$ cat src/rtl/bank_guard_pkg.sv
package bank_guard_pkg;
   // Cycle kind, encoded as {vda, vpa}
   typedef enum logic [1:0] {
      CYC_INTERNAL = 2'b00,
      CYC_OPERAND  = 2'b01,
      CYC_DATA     = 2'b10,
      CYC_OPCODE   = 2'b11
   } cyc_kind_e;
endpackage

$ cat src/rtl/bank_capture.sv
module bank_capture
   import bank_guard_pkg::*;
#(
   parameter int BANK_W = 8
) (
   input  logic              clk,
   input  logic              rst_n,
   input  logic              phi2,
   input  logic              vda,
   input  logic              vpa,
   input  logic [BANK_W-1:0] d_bus,
   output logic [BANK_W-1:0] bank_q,
   output cyc_kind_e         kind_q
);
   logic addr_ok;
   assign addr_ok = vda | vpa;

   // Low phase: the kind follows the strobes; the bank is taken only on valid cycles
   always_ff @(posedge clk or negedge rst_n) begin
      if (!rst_n) begin
         bank_q <= '0;
         kind_q <= CYC_INTERNAL;
      end else if (!phi2) begin
         kind_q <= cyc_kind_e'({vda, vpa});
         if (addr_ok) bank_q <= d_bus;
      end
   end
endmodule

$ cat src/rtl/bank_police.sv
module bank_police
   import bank_guard_pkg::*;
#(
   parameter int BANK_W      = 8,
   parameter bit EXEMPT_ZERO = 1'b1
) (
   input  logic [BANK_W-1:0] bank_q,
   input  cyc_kind_e         kind_q,
   input  logic [BANK_W-1:0] cur_bank,
   input  logic              prot_en,
   input  logic              kernel,
   output logic              mismatch
);
   logic exempt;

   generate
      if (EXEMPT_ZERO) begin : g_zero_free
         assign exempt = (bank_q == '0);
      end else begin : g_zero_checked
         assign exempt = 1'b0;
      end
   endgenerate

   assign mismatch = (kind_q != CYC_INTERNAL) && prot_en && !kernel
                     && (bank_q != cur_bank) && !exempt;
endmodule

$ cat src/rtl/bank_chipsel.sv
module bank_chipsel
   import bank_guard_pkg::*;
#(
   parameter int BANK_W    = 8,
   parameter int NUM_BANKS = 16
) (
   input  logic                 phi2,
   input  logic [BANK_W-1:0]    bank_q,
   input  cyc_kind_e            kind_q,
   input  logic                 block,
   output logic [NUM_BANKS-1:0] cs
);
   logic enable;
   assign enable = phi2 && (kind_q != CYC_INTERNAL) && !block;

   // One comparator per installed bank; banks beyond the array match none
   generate
      for (genvar b = 0; b < NUM_BANKS; b++) begin : g_sel
         assign cs[b] = enable && (bank_q == BANK_W'(b));
      end
   endgenerate
endmodule

$ cat src/rtl/bank_guard.sv
module bank_guard
   import bank_guard_pkg::*;
#(
   parameter int BANK_W      = 8,
   parameter int NUM_BANKS   = 16,
   parameter bit EXEMPT_ZERO = 1'b1,
   localparam int SEL_W      = $clog2(NUM_BANKS)
) (
   input  logic                 clk,
   input  logic                 rst_n,
   input  logic                 phi2,
   input  logic                 vda,
   input  logic                 vpa,
   input  logic [BANK_W-1:0]    d_bus,
   input  logic [BANK_W-1:0]    cur_bank,
   input  logic                 prot_en,
   input  logic                 kernel,
   input  logic                 viol_clr,
   output logic [BANK_W-1:0]    bank_q,
   output logic [SEL_W-1:0]     bank_sel,
   output logic [1:0]           cyc_kind,
   output logic [NUM_BANKS-1:0] cs,
   output logic                 abort
);
   generate
      if (NUM_BANKS < 2 || NUM_BANKS > (1 << BANK_W)) begin : g_bad_banks
         $error("bank_guard: NUM_BANKS must lie in 2 .. 2**BANK_W");
      end
   endgenerate

   cyc_kind_e kind_q;
   logic      mismatch;
   logic      viol_q;

   bank_capture #(.BANK_W(BANK_W)) u_capture (
      .clk    (clk),
      .rst_n  (rst_n),
      .phi2   (phi2),
      .vda    (vda),
      .vpa    (vpa),
      .d_bus  (d_bus),
      .bank_q (bank_q),
      .kind_q (kind_q)
   );

   bank_police #(.BANK_W(BANK_W), .EXEMPT_ZERO(EXEMPT_ZERO)) u_police (
      .bank_q   (bank_q),
      .kind_q   (kind_q),
      .cur_bank (cur_bank),
      .prot_en  (prot_en),
      .kernel   (kernel),
      .mismatch (mismatch)
   );

   bank_chipsel #(.BANK_W(BANK_W), .NUM_BANKS(NUM_BANKS)) u_chipsel (
      .phi2   (phi2),
      .bank_q (bank_q),
      .kind_q (kind_q),
      .block  (mismatch),
      .cs     (cs)
   );

   // Sticky flag: set in the high phase of an offending cycle, set beats clear
   always_ff @(posedge clk or negedge rst_n) begin
      if (!rst_n)                 viol_q <= 1'b0;
      else if (phi2 && mismatch)  viol_q <= 1'b1;
      else if (viol_clr)          viol_q <= 1'b0;
   end

   assign abort    = viol_q;
   assign cyc_kind = kind_q;
   assign bank_sel = bank_q[SEL_W-1:0];
endmodule

$ cat config.mk
export PLATFORM = sky130hd
export DESIGN_NAME = bank_guard
export DESIGN_NICKNAME = d
export VERILOG_FILES = /design/src/rtl/bank_guard_pkg.sv /design/src/rtl/bank_capture.sv /design/src/rtl/bank_police.sv /design/src/rtl/bank_chipsel.sv /design/src/rtl/bank_guard.sv
export SDC_FILE = /design/constraint.sdc
export NUM_CORES = 1
export LEC_CHECK = 0
export ABC_AREA = 1
export ABC_CLOCK_PERIOD_IN_PS = 1500
export BUFFER_PORTS_ARGS = -buffer_cell sky130_fd_sc_hd__buf_2
export CAP_MARGIN = 20
export CORE_AREA = 2 2 49 51
export DETAILED_ROUTE_END_ITERATION = 6
export DIE_AREA = 0 0 51 53
export GPL_ROUTABILITY_DRIVEN = 1
export GPL_TIMING_DRIVEN = 1
export PLACE_DENSITY_LB_ADDON = 0.2
export SLEW_MARGIN = 20
export SYNTH_ARGS = -nofsm -noshare
export SYNTH_HDL_FRONTEND = slang
export SYNTH_SLANG_ARGS = --single-unit
$ cat constraint.sdc
create_clock -name clk -period 1.5 [get_ports clk]
set_input_delay 0.3 -clock clk [delete_from_list [all_inputs] [get_ports clk]]
set_output_delay 0.3 -clock clk [all_outputs]
set_load 0.01 [all_outputs]
Word-level counts from Yosys, hierarchy flattened
Cells that the tools add are included.
Storage, ports and cells
  logic and storage cells: 53
  input port bits: 24
  bits in registers: 11
Cells by class
  bitwise gates (word level): 2
  muxes and demuxes: 2
  reduce and logical (&&, ||, !) cells: 30
  eq/ne operators: 16
Operator list (number)
  8-bit by 4-bit equality test with 1-bit output, second input constant: 8
  8-bit by 3-bit equality test with 1-bit output, second input constant: 4
  1-bit logical AND: 23
  8-bit by 2-bit equality test with 1-bit output, second input constant: 2
  8-bit by 1-bit equality test with 1-bit output, second input constant: 1
  8-bit zero test: 1
  8-bit != test: 1
  2-bit nonzero test: 2
  1-bit zero test: 3
  1-bit 2-to-1 mux: 2
  2-bit AND reduction: 1
  1-bit NOT: 1
  1-bit bitwise OR: 1

Longest topological paths before layout
  word-level depth: 8
  depth in mapped cells: 10

Hierarchy
From an unflattened synthesis, not the netlist that was laid out.
Second synthesis, totals
  cells, all modules: 165
  area, all modules: 989.7 µm²
By module, submodules not included
  bank_capture: times used 1, area an instance 415.4 µm², cells an instance 44
  bank_chipsel: times used 1, area an instance 295.3 µm², cells an instance 59
  bank_police: times used 1, area an instance 209.0 µm², cells an instance 53
  bank_guard: times used 1, area an instance 70.1 µm², cells an instance 9

Least setup slack after synthesis
No wires, ideal clock.
  kind: register -> output
  start point: reg u_capture.bank_q[1]
  end point: out cs[10]
  path slack: -0.069 ns
  arrival: 1.269 ns
  data required time: 1.200 ns
  stages on the path, launching flop included: 11
  cell sequence: dfrtp_1 > inv_2 > nand2_1 > nand2_1 > nand2_1 > nor2_1 > nand2_1 > nand2_2 > nand2_4 > buf_12 > nor2_2
Between the ends
  longest elaborated chain between the ends: 6
Ends and longest elaborated chain
  start, declared: line bank_capture.sv:12  | output logic [BANK_W-1:0] bank_q,
  start signal, assigned: line bank_capture.sv:25  | if (addr_ok) bank_q <= d_bus;
  8-bit != test / 8-bit zero test (equally long branches): line bank_police.sv:25, bank_police.sv:18
  1-bit logical AND / 1-bit zero test (equally long branches): line bank_police.sv:25  | && (bank_q != cur_bank) && !exempt;
  1-bit logical AND: line bank_police.sv:25
  1-bit zero test: line bank_chipsel.sv:14  | assign enable = phi2 && (kind_q != CYC_INTERNAL) && !block;
  1-bit logical AND: line bank_chipsel.sv:14
  1-bit logical AND *: line bank_chipsel.sv:19  | assign cs[b] = enable && (bank_q == BANK_W'(b));
  end, declared: line bank_guard.sv:22  | output logic [NUM_BANKS-1:0] cs,
Mark *: on every way between the ends. The rest lies on a longest branch, timed or not.

Final worst setup path
  start point: reg u_capture.bank_q[1]
  end point: out cs[1]
Same word-level chain as after synthesis.

==> flow_summary.toml <==
[run_status]
status = "finished, violations left"
failed_checks = "negative setup slack"

[placement]
dp_cells = 231
placed_area_sq_um = 1333
io_buffers = 54
place_congestion = 0.8104
place_hpwl_um = 1994

[clock_network]
cts_sinks = 11
root_buffer = "clkbuf_4"
clock_latency_ns = 0.29
cts-buffers-inserted = 3
cts_buffer_depth = 2
htreeDepth = 1
clk_pin_slew_ns = 0.09
tritoncts = "done"

[critical_path]
path_max_fanout = 8
critPathKind = "flop to output pin"
critPathArrivalTime_ns = 1.81
start_kind = "flop"
cp_slowest_cell = "dfrtp_2"
crit_chain = "nor2_1, nand3_1, nor2_4, nor2_4, nand2_4, nand2_8, nor2_1, buf_2"
cpPeakStageDelay_ns = 0.45
required_ns = 1.20
critPathCaptureType = "output pin"
reg2reg_slack_ns = 0.09

[detailed_routing]
totalWireLength_um = 3022
vias = 1157
wl_per_cell_um = 12.44
firstDrtPassIters = 4
routed_via_density = 4.761
ant_nets = 0
drt-initial-drc-count = 21
drc = 0

[die]
die_height_um = 53
start_util_pct = 40.83
dieArea_sq_um = 2703
coreArea_sq_um = 2148
fp-row-count = 17
pin_count = 55
die_width_um = 51

[sta]
skew_ns = 0.006056
worst_slack_ns = -0.6074
slew_headroom_pct = 80.78
hold_violations = 0
setup_viol = 16
timing.final.crit_share_pct = 140.5
slew_viol_final = 0
rsz0062_at_grt = "true"
worst_pin_slew_ns = 0.2872
tns_ns = -8.300
fmax_mhz = 474.5
layout_min_cycle_time_ns = 2.107

[layout]
fin_area_sq_um = 1620
area_growth_pct = 84.74
fin_util_pct = 75.42
antennaDiodeCount = 0
final_nets = 240
drive_above_1_share_pct = 56.74
layout.filler_cells = 168
fin_cells = 243

[synthesis]
netlist_top_cells_area = "dfrtp_1 31%, nand2_1 13%, nor2_1 9.8%, inv_1 7.7%, nor2_2 6.4%"
netlist_instances = 134
synth_nets = 158
seq_area_frac_synth_pct = 31.38
synthesis.area_sq_um = 877.1
synth_commonest_cells = "31 x nand2_1, 23 x nor2_1, 18 x inv_1"
avgSynthCellArea_sq_um = 6.545
ys_ff_latch = 11
synth_edf_count = 0
yosysWarnings = 0
synthFlopType = "dfrtp_1"
yosysTopAreaCell = "dfrtp_1"
async_flop_share_pct = 100.0
synth.top_cell.area_share_pct = 31.38
ys_types = 20
yosysMostFrequentCell = "nand2_1"

[power]
peakVddDrop_v = 0.0005076
p_leak_uw = 0.0008035
power_density_nw_per_um2 = 639.4
fin_total_pwr_uw = 1036

[global_routing]
antenna_found_initial = 0
grt_use_total_pct = 20.92
grt_pass1_wl_um = 4195
grt_pass1_vias = 1038
grt_max_degree = 15
grt-ovfl-total = 0

[worst_hold_path]
hold_path_class = "primary input to flop"

[flow_run]
drv_cap = 0
[cells by family after synthesis]
group | after synthesis | share of synthesized area, %
simple gates | 82 | 43.22
buf+inv | 26 | 14.84
compound gates | 11 | 6.275
flops | 11 | 31.38
xor+xnor | 3 | 2.996
mux | 1 | 1.284
[cell type report]
type | instances | area, sq um | share of cell area, %
Sequential cell | 11 | 280.3 | 17.30
Tap cell | 28 | 35.03 | 2.162
Clock inverter | 1 | 5.005 | 0.3089
Timing Repair Buffer | 82 | 574.3 | 35.44
Clock buffer | 3 | 22.52 | 1.390
Inverter | 20 | 75.07 | 4.633
Multi-Input combinational cell | 98 | 628.1 | 38.76
[placed cells by master (no fill, tap or decap), types with 2 or more instances in the layout]
cell	n
dfrtp_2	4
clkbuf_4	3
nand2_8	2
nor2_1	16
buf_6	13
nand2_1	30
xnor2_1	3
nand3_2	2
inv_1	16
nand3_1	9
o21ai_0	3
a21oi_1	7
nor2_2	2
buf_2	42
buf_4	25
nor2_4	16
dfrtp_1	7
nor3_2	3
inv_2	4
[state kept, by name, summed over array words and instances, names as in the netlist]
name	cells
abort	1
u_capture.bank_q	8
u_capture.kind_q	2
[report_power, final]
group	switching [uW]	internal [uW]	leakage, uW
registers	36.4	332	0.000123
logic	241	201	0.000663
clock network	127	99.2	0.0000177
[repair_timing]
action,in CTS,in global routing
setup endpoints to repair,16,16
pin swaps,7,11
cloned,1,0
hold buffers,1,0
gates resized for setup,19,18
endpoints found under the hold margin,11,0
buffers inserted,4,3
[path summary, 6_finish.rpt]
| check | endpoint | cells after the start | startpoint |
|---|---|---|---|
| min reg2reg | u_capture.kind_q[1] | 2 | u_capture.kind_q[1] |
| max | cs[1] | 8 | u_capture.bank_q[1] |
| min | abort | 2 | viol_clr |
| max in group asynchronous | u_capture.bank_q[0] | 2 | rst_n |
| max reg2reg | abort | 10 | u_capture.bank_q[5] |
| min in group asynchronous | u_capture.bank_q[7] | 2 | rst_n |
[routing by layer]
metal	vias to the layer above	GRT usage, %	part of all wire, %
met4	0	9.459	3.6
li1	575	-	-
met3	11	2.825	4.7
met5	-	0	0
met2	48	39.61	53
met1	523	23.02	39
[stage by stage]
stage / hold slack (ns) / setup WS, ns
after CTS: 0.2108 / -0.4922
after global placement: 0.1824 / -0.2217
after detailed placement: 0.1948 / -0.2657
after global routing: 0.2071 / -0.6556
after floorplan: 0.004409 / -0.02672
final: 0.2071 / -0.6074
[critical path, delay by kind of cell (launching register included)]
kind / cells / cell delay, ns
AND/OR/NAND/NOR: 7 / 0.90
flip-flops: 1 / 0.45
buffers and inverters: 1 / 0.17
Power figures use the tool's default switching activity.
